File: src/rtl/adc_seq_pkg.sv
package adc_seq_pkg;
  localparam int ADDR_W    = 4;
  localparam int REG_W     = 16;
  localparam int CTRL_ADDR = 0;
  localparam int MASK_ADDR = 1;
  localparam int RES_BASE  = 8;
  localparam int CHF_W     = 4;

  typedef enum logic {SEQ_IDLE, SEQ_CONV} seqState_t;

  typedef struct packed {
    logic startConv;
    logic abortConv;
    logic commit;
  } seqStrobe_t;
endpackage

File: src/rtl/adc_seq_ctrl.sv
module adc_seq_ctrl
  import adc_seq_pkg::*;
(
  input  logic       clk,
  input  logic       rst,
  input  logic       wrCtrl,
  input  logic       wrRunBit,
  input  logic       maskAny,
  input  logic       engDone,
  output seqStrobe_t strobe,
  output logic       busy,
  output logic       runBit,
  output logic       eocIrq
);
  seqState_t stateQ;
  logic      runQ;
  logic      irqQ;
  logic      convActive;

  assign convActive       = (stateQ == SEQ_CONV);
  assign strobe.startConv = wrCtrl && wrRunBit && maskAny;
  assign strobe.abortConv = wrCtrl && convActive;
  assign strobe.commit    = engDone && convActive && !wrCtrl;

  always_ff @(posedge clk) begin
    if (rst) begin
      stateQ <= SEQ_IDLE;
      runQ   <= 1'b0;
      irqQ   <= 1'b0;
    end else begin
      if (wrCtrl) runQ <= wrRunBit;
      if (strobe.startConv)                        stateQ <= SEQ_CONV;
      else if (strobe.abortConv || strobe.commit)  stateQ <= SEQ_IDLE;
      irqQ <= strobe.commit;
    end
  end

  assign busy   = convActive;
  assign runBit = runQ;
  assign eocIrq = irqQ;

  assert_irq_single_R5: assert property (@(posedge clk) disable iff (rst)
    eocIrq |=> !eocIrq);
  assert_irq_idle_R5: assert property (@(posedge clk) disable iff (rst)
    eocIrq |-> !busy);
  assert_abort_quiet_R7: assert property (@(posedge clk) disable iff (rst)
    $past(wrCtrl) |-> !eocIrq);
  assert_busy_release_R2: assert property (@(posedge clk) disable iff (rst)
    $fell(busy) |-> ($past(engDone) || $past(wrCtrl)));
endmodule

File: src/rtl/adc_seq_dpath.sv
module adc_seq_dpath
  import adc_seq_pkg::*;
#(
  parameter int NUM_CH = 6,
  parameter int RES_W  = 12,
  localparam int CH_W  = (NUM_CH > 1) ? $clog2(NUM_CH) : 1
) (
  input  logic              clk,
  input  logic              rst,
  input  logic              wrMask,
  input  logic [REG_W-1:0]  wrData,
  input  logic [ADDR_W-1:0] rdAddr,
  input  seqStrobe_t        strobe,
  input  logic [RES_W-1:0]  engResult,
  input  logic              busy,
  input  logic              runBit,
  output logic              maskAny,
  output logic [CH_W-1:0]   pickChan,
  output logic [REG_W-1:0]  rdData
);
  logic [NUM_CH-1:0] maskQ;
  logic [CH_W-1:0]   chanQ;
  logic [RES_W-1:0]  resQ [NUM_CH];
  logic [NUM_CH-1:0] hitCh;

  always_ff @(posedge clk) begin
    if (rst) maskQ <= '0;
    else if (wrMask) maskQ <= wrData[NUM_CH-1:0];
  end

  always_comb begin
    pickChan = '0;
    for (int i = NUM_CH - 1; i >= 0; i--) begin
      if (maskQ[i]) pickChan = CH_W'(i);
    end
  end
  assign maskAny = |maskQ;

  always_ff @(posedge clk) begin
    if (rst) chanQ <= '0;
    else if (strobe.startConv) chanQ <= pickChan;
  end

  for (genvar k = 0; k < NUM_CH; k++) begin : g_res
    assign hitCh[k] = strobe.commit && (chanQ == CH_W'(k));
    always_ff @(posedge clk) begin
      if (rst) resQ[k] <= '0;
      else if (hitCh[k]) resQ[k] <= engResult;
    end
    assert_res_hold_R4: assert property (@(posedge clk) disable iff (rst)
      !$past(hitCh[k]) |-> $stable(resQ[k]));
  end

  always_comb begin
    rdData = '0;
    if (rdAddr == ADDR_W'(CTRL_ADDR)) begin
      rdData = {{(REG_W-2){1'b0}}, busy, runBit};
    end else if (rdAddr == ADDR_W'(MASK_ADDR)) begin
      rdData = REG_W'(maskQ);
    end else begin
      for (int k = 0; k < NUM_CH; k++) begin
        if (rdAddr == ADDR_W'(RES_BASE + k)) rdData = REG_W'(resQ[k]);
      end
    end
  end

  assert_chan_latched_R9: assert property (@(posedge clk) disable iff (rst)
    !$past(strobe.startConv) |-> $stable(chanQ));
  assert_commit_onehot_R4: assert property (@(posedge clk) disable iff (rst)
    $onehot0(hitCh));
endmodule

File: src/rtl/adc_conv_stub.sv
module adc_conv_stub
  import adc_seq_pkg::*;
#(
  parameter int NUM_CH   = 6,
  parameter int RES_W    = 12,
  parameter int CONV_LAT = 16,
  localparam int CH_W    = (NUM_CH > 1) ? $clog2(NUM_CH) : 1,
  localparam int CNT_W   = $clog2(CONV_LAT + 1),
  localparam int TAG_W   = RES_W - CHF_W
) (
  input  logic             clk,
  input  logic             rst,
  input  seqStrobe_t       strobe,
  input  logic [CH_W-1:0]  chanIn,
  output logic             done,
  output logic [RES_W-1:0] result
);
  logic             activeQ;
  logic [CNT_W-1:0] cntQ;
  logic [CH_W-1:0]  chanQ;
  logic [TAG_W-1:0] tagQ;
  logic [TAG_W-1:0] startCntQ;
  logic [CNT_W-1:0] elapsedQ;

  always_ff @(posedge clk) begin
    if (rst) begin
      activeQ   <= 1'b0;
      cntQ      <= '0;
      chanQ     <= '0;
      tagQ      <= '0;
      startCntQ <= '0;
    end else if (strobe.startConv) begin
      activeQ   <= 1'b1;
      cntQ      <= CNT_W'(CONV_LAT);
      chanQ     <= chanIn;
      tagQ      <= startCntQ;
      startCntQ <= startCntQ + 1'b1;
    end else if (strobe.abortConv) begin
      activeQ <= 1'b0;
    end else if (activeQ) begin
      if (cntQ == CNT_W'(1)) activeQ <= 1'b0;
      else cntQ <= cntQ - 1'b1;
    end
  end

  assign done   = activeQ && (cntQ == CNT_W'(1));
  assign result = {CHF_W'(chanQ), tagQ};

  always_ff @(posedge clk) begin
    if (rst || strobe.startConv) elapsedQ <= '0;
    else if (activeQ) elapsedQ <= elapsedQ + 1'b1;
  end

  assert_done_latency_R2: assert property (@(posedge clk) disable iff (rst)
    done |-> (elapsedQ == CNT_W'(CONV_LAT - 1)));
endmodule

File: src/rtl/adc_oneshot_seq.sv
module adc_oneshot_seq
  import adc_seq_pkg::*;
#(
  parameter int NUM_CH   = 6,
  parameter int RES_W    = 12,
  parameter int CONV_LAT = 16,
  localparam int CH_W    = (NUM_CH > 1) ? $clog2(NUM_CH) : 1
) (
  input  logic              clk,
  input  logic              rst,
  input  logic              wrEn,
  input  logic [ADDR_W-1:0] wrAddr,
  input  logic [REG_W-1:0]  wrData,
  input  logic [ADDR_W-1:0] rdAddr,
  output logic [REG_W-1:0]  rdData,
  output logic              busy,
  output logic              eocIrq
);
  seqStrobe_t       strobe;
  logic             wrCtrl;
  logic             wrMask;
  logic             maskAny;
  logic             engDone;
  logic             runBit;
  logic [CH_W-1:0]  pickChan;
  logic [RES_W-1:0] engResult;

  assign wrCtrl = wrEn && (wrAddr == ADDR_W'(CTRL_ADDR));
  assign wrMask = wrEn && (wrAddr == ADDR_W'(MASK_ADDR));

  adc_seq_ctrl u_ctrl (
    .clk      (clk),
    .rst      (rst),
    .wrCtrl   (wrCtrl),
    .wrRunBit (wrData[0]),
    .maskAny  (maskAny),
    .engDone  (engDone),
    .strobe   (strobe),
    .busy     (busy),
    .runBit   (runBit),
    .eocIrq   (eocIrq)
  );

  adc_seq_dpath #(.NUM_CH(NUM_CH), .RES_W(RES_W)) u_dpath (
    .clk       (clk),
    .rst       (rst),
    .wrMask    (wrMask),
    .wrData    (wrData),
    .rdAddr    (rdAddr),
    .strobe    (strobe),
    .engResult (engResult),
    .busy      (busy),
    .runBit    (runBit),
    .maskAny   (maskAny),
    .pickChan  (pickChan),
    .rdData    (rdData)
  );

  adc_conv_stub #(.NUM_CH(NUM_CH), .RES_W(RES_W), .CONV_LAT(CONV_LAT)) u_stub (
    .clk    (clk),
    .rst    (rst),
    .strobe (strobe),
    .chanIn (pickChan),
    .done   (engDone),
    .result (engResult)
  );
endmodule

File: config.mk
export PLATFORM = sky130hd
export DESIGN_NAME = adc_oneshot_seq
export DESIGN_NICKNAME = d
export VERILOG_FILES = /design/src/rtl/adc_seq_pkg.sv /design/src/rtl/adc_seq_ctrl.sv /design/src/rtl/adc_seq_dpath.sv /design/src/rtl/adc_conv_stub.sv /design/src/rtl/adc_oneshot_seq.sv
export SDC_FILE = /design/constraint.sdc
export NUM_CORES = 1
export LEC_CHECK = 0
export BUFFER_PORTS_ARGS = -buffer_cell sky130_fd_sc_hd__buf_2
export CORE_ASPECT_RATIO = 1.25
export CORE_UTILIZATION = 60
export DETAILED_ROUTE_END_ITERATION = 6
export PLACE_DENSITY = 0.82
export SYNTH_ARGS = -nofsm -noshare
export SYNTH_HDL_FRONTEND = slang
export SYNTH_SLANG_ARGS = --single-unit
export TNS_END_PERCENT = 1
File: constraint.sdc
create_clock -name clk -period 3.2 [get_ports clk]
set_input_delay 0.64 -clock clk [delete_from_list [all_inputs] [get_ports clk]]
set_output_delay 0.64 -clock clk [all_outputs]
set_load 0.005 [all_outputs]
==> results.yml <==
synthesis:
  synth_top_area_share_pct: 41.6
  syn-cell-area_sq_mm: 0.00477
  synth.area.top_cells: "edfxtp_1 42%, dfxtp_1 14%, and3_1 6.4%, mux2i_1 5.9%, nor2_1 2.6%"
  synth.avg_cell_area_sq_um: 11.6
  synth_warnings: 0
  yosys.area.top_type: "edfxtp_1"
  synth_edf_count: 66
  synth.mux.area_fraction_pct: 8.95
  synth_top_family_by_area: "simple AND/OR/NAND/NOR gates"
  netlist_instances: 411
  ys_ff_latch: 100
  synth_simple_gate_area_share_pct: 19.5
  synth_compound_area_share_pct: 9.81
  synth_xor_xnor_area_share_pct: 0.551
  yosysSeqAreaShare_pct: 55.8
  synth_flop_cell: "edfxtp_1"
  yosys.cell_types.count: 50
  synth-adder-area-share_pct: 0.787
  synth-async-reset-ratio_pct: 0
global_route:
  grtUsageTotal_pct: 23.2
  antenna_found_initial: 0
  grt_pass1_wl_um: 14200
  grt_pass1_vias: 3050
  grt.overflow.total: 0
  grt_max_degree: 40
die:
  die_y_um: 102
  die-area_sq_mm: 0.00831
  start_util_pct: 61.5
  die-width_um: 81.7
  io_pins: 45
  rows: 36
  coreArea_sq_mm: 0.00775
finish:
  synthToLayoutAreaGrowth_pct: 9.39
  fin_util_pct: 67.3
  num_antenna_cells: 0
  fillers: 575
  drive_above_1_share_pct: 16.1
  finalNetCount: 473
timing:
  finalCritPeriodShare_pct: 82.0
  setup_viol: 0
  timing.final.max_slew_violations: 0
  timing.fmax_mhz: 381
  finalHoldViolCount: 0
  slew_headroom_pct: 32.9
  rsz0062_at_grt: "false"
  fin_worst_skew_ns: 0.0127
  setup-tns-final_ns: 0
  fin_crit_ns: 2.62
  worst_pin_slew_ns: 1.00
clock_tree:
  post_cts_buffers: 0
  cts_max_level: 3
  cts_tree: "done"
  cts-root-buf: "clkbuf_8"
  cts.repair.resized: 0
  cts_hold_buf: 0
  max-clock-path-buffers: 2
  cts.sinks: 100
  clk_latency_ns: 0.35
  clkTransAtPathRegs_ns: 0.09
  cts_buffers: 9
setup_path:
  crit_arrival_ns: 1.98
  reg2reg_depth: 6
  start_kind: "input pin"
  path_class: "in -> out"
  worstSetupEndpointType: "output port"
  cp_max_fo: 30
  required_ns: 2.56
run_status:
  status: "completed"
route:
  drcViolationCount: 0
  wire_per_inst_um: 17.2
  wl_um: 9340
  drtPass1Iterations: 6
  vias: 3255
  vias_per_cell: 5.99
  drtIter0Drc: 235
  ant_nets: 0
worst_hold_path:
  holdPathStages: 2
  hold_path_class: "reg -> reg"
placement:
  dp.final_hpwl_um: 6220
  port_buffers: 29
  gp_congestion: 0.842
job:
  drv_cap: 0
pwr:
  ir_drop_v: 0.000240
  leakagePower_nw: 2.20
  total_power_mw: 2.47
  p_per_area_mw_per_mm2: 474
## area by class of cell
class	instances	area, sq um	area share, %
multi-input cells	284	1950	37.4
clock buffers	12	176	3.38
inverters	11	41.3	0.792
well taps	95	119	2.28
clock inverters	4	50.0	0.959
repair buffers	37	218	4.17
flip-flops and latches	100	2660	51.0
## power breakdown
group | switching (mW) | internal, mW | leakage (nW) | total (mW)
Sequential | 0.0132 | 1.42 | 0.915 | 1.43
Clock | 0.427 | 0.454 | 0.118 | 0.881
Combinational | 0.0957 | 0.0665 | 1.16 | 0.162
Total | 0.536 | 1.94 | 2.20 | 2.47
## cell usage after synthesis, types with 4 or more instances
cell type	count
nand3_1	4
buf_4	5
inv_1	11
or3_1	4
and2_1	14
nand2b_1	13
buf_6	4
nor2_1	33
dfxtp_1	34
edfxtp_1	66
a22oi_1	10
nand3b_1	4
nor3_1	6
mux2i_1	28
a21o_1	4
nand2_1	15
a211oi_1	6
and3_1	49
o22ai_1	10
o21ai_0	12
mux4_2	5
clkbuf_1	14
a21oi_1	13
## registers in the layout (all words and copies together), names as in the netlist
signal,cells
u_dpath.resQ,66
u_stub.startCntQ,8
u_stub.tagQ,8
u_dpath.maskQ,6
u_stub.cntQ,5
u_dpath.chanQ,3
u_ctrl.busy,1
u_ctrl.eocIrq,1
u_ctrl.runBit,1
u_stub.activeQ,1
## per-stage QoR
stage	worst slack (ns)	area (sq um)	instances	hold WS, ns
final	0.577	5220	543	0.488
after global routing	0.483	5220	543	0.516
after CTS	0.578	5220	543	0.491
after detailed placement	0.581	4990	527	0.478
after global placement	0.592	4990	527	0.460
after floorplan	0.853	4820	426	0.451
## critical path, cell delays in order
cell and delay, ns:
buf_2 0.31, buf_12 0.24, mux2_2 0.38, a22oi_1 0.18, o21ai_0 0.09, buf_2 0.14
## cells in the final DEF, fill, tap and decap left out, types with 12 or more instances in the layout
| cell | n |
|---|---|
| edfxtp_1 | 66 |
| and3_1 | 49 |
| dfxtp_1 | 34 |
| nor2_1 | 33 |
| buf_2 | 29 |
| mux2i_1 | 28 |
| conb_1 | 16 |
| nand2_1 | 15 |
| and2_1 | 14 |
| nand2b_1 | 13 |
| a21oi_1 | 13 |
| o21ai_0 | 12 |
## kinds of logic after synthesis
| logic type | Yosys count |
|---|---|
| AOI/OAI and AO/OA | 68 |
| DFF | 100 |
| and+or+nand+nor | 158 |
| muxes | 36 |
| xor gates and xnor gates | 3 |
| buffers and inverters | 42 |
| adders and majority gates | 3 |
| other | 1 |
## layer usage
metal	vias up	global-route usage, %	part of all wire [%]
met4	0	14.2	2.9
met1	1567	27.4	41
met2	103	40.0	52
li1	1562	-	-
met3	23	2.61	4.0
met5	-	0	0
## path summary, 6_finish.rpt
kind / startpoint / to / slack (ns)
max: rdAddr[0] / rdData[0] / 0.58
min: u_stub.startCntQ[7]$_SDFFE_PP0P_ / u_stub.startCntQ[7]$_SDFFE_PP0P_ / 0.49
max reg2reg: u_stub.cntQ[1]$_SDFFE_PP0P_ / u_dpath.resQ[2][6]$_SDFFCE_PN0P_ / 0.78
min reg2reg: u_stub.startCntQ[7]$_SDFFE_PP0P_ / u_stub.startCntQ[7]$_SDFFE_PP0P_ / 0.49
(Power assumes the default switching activity.)
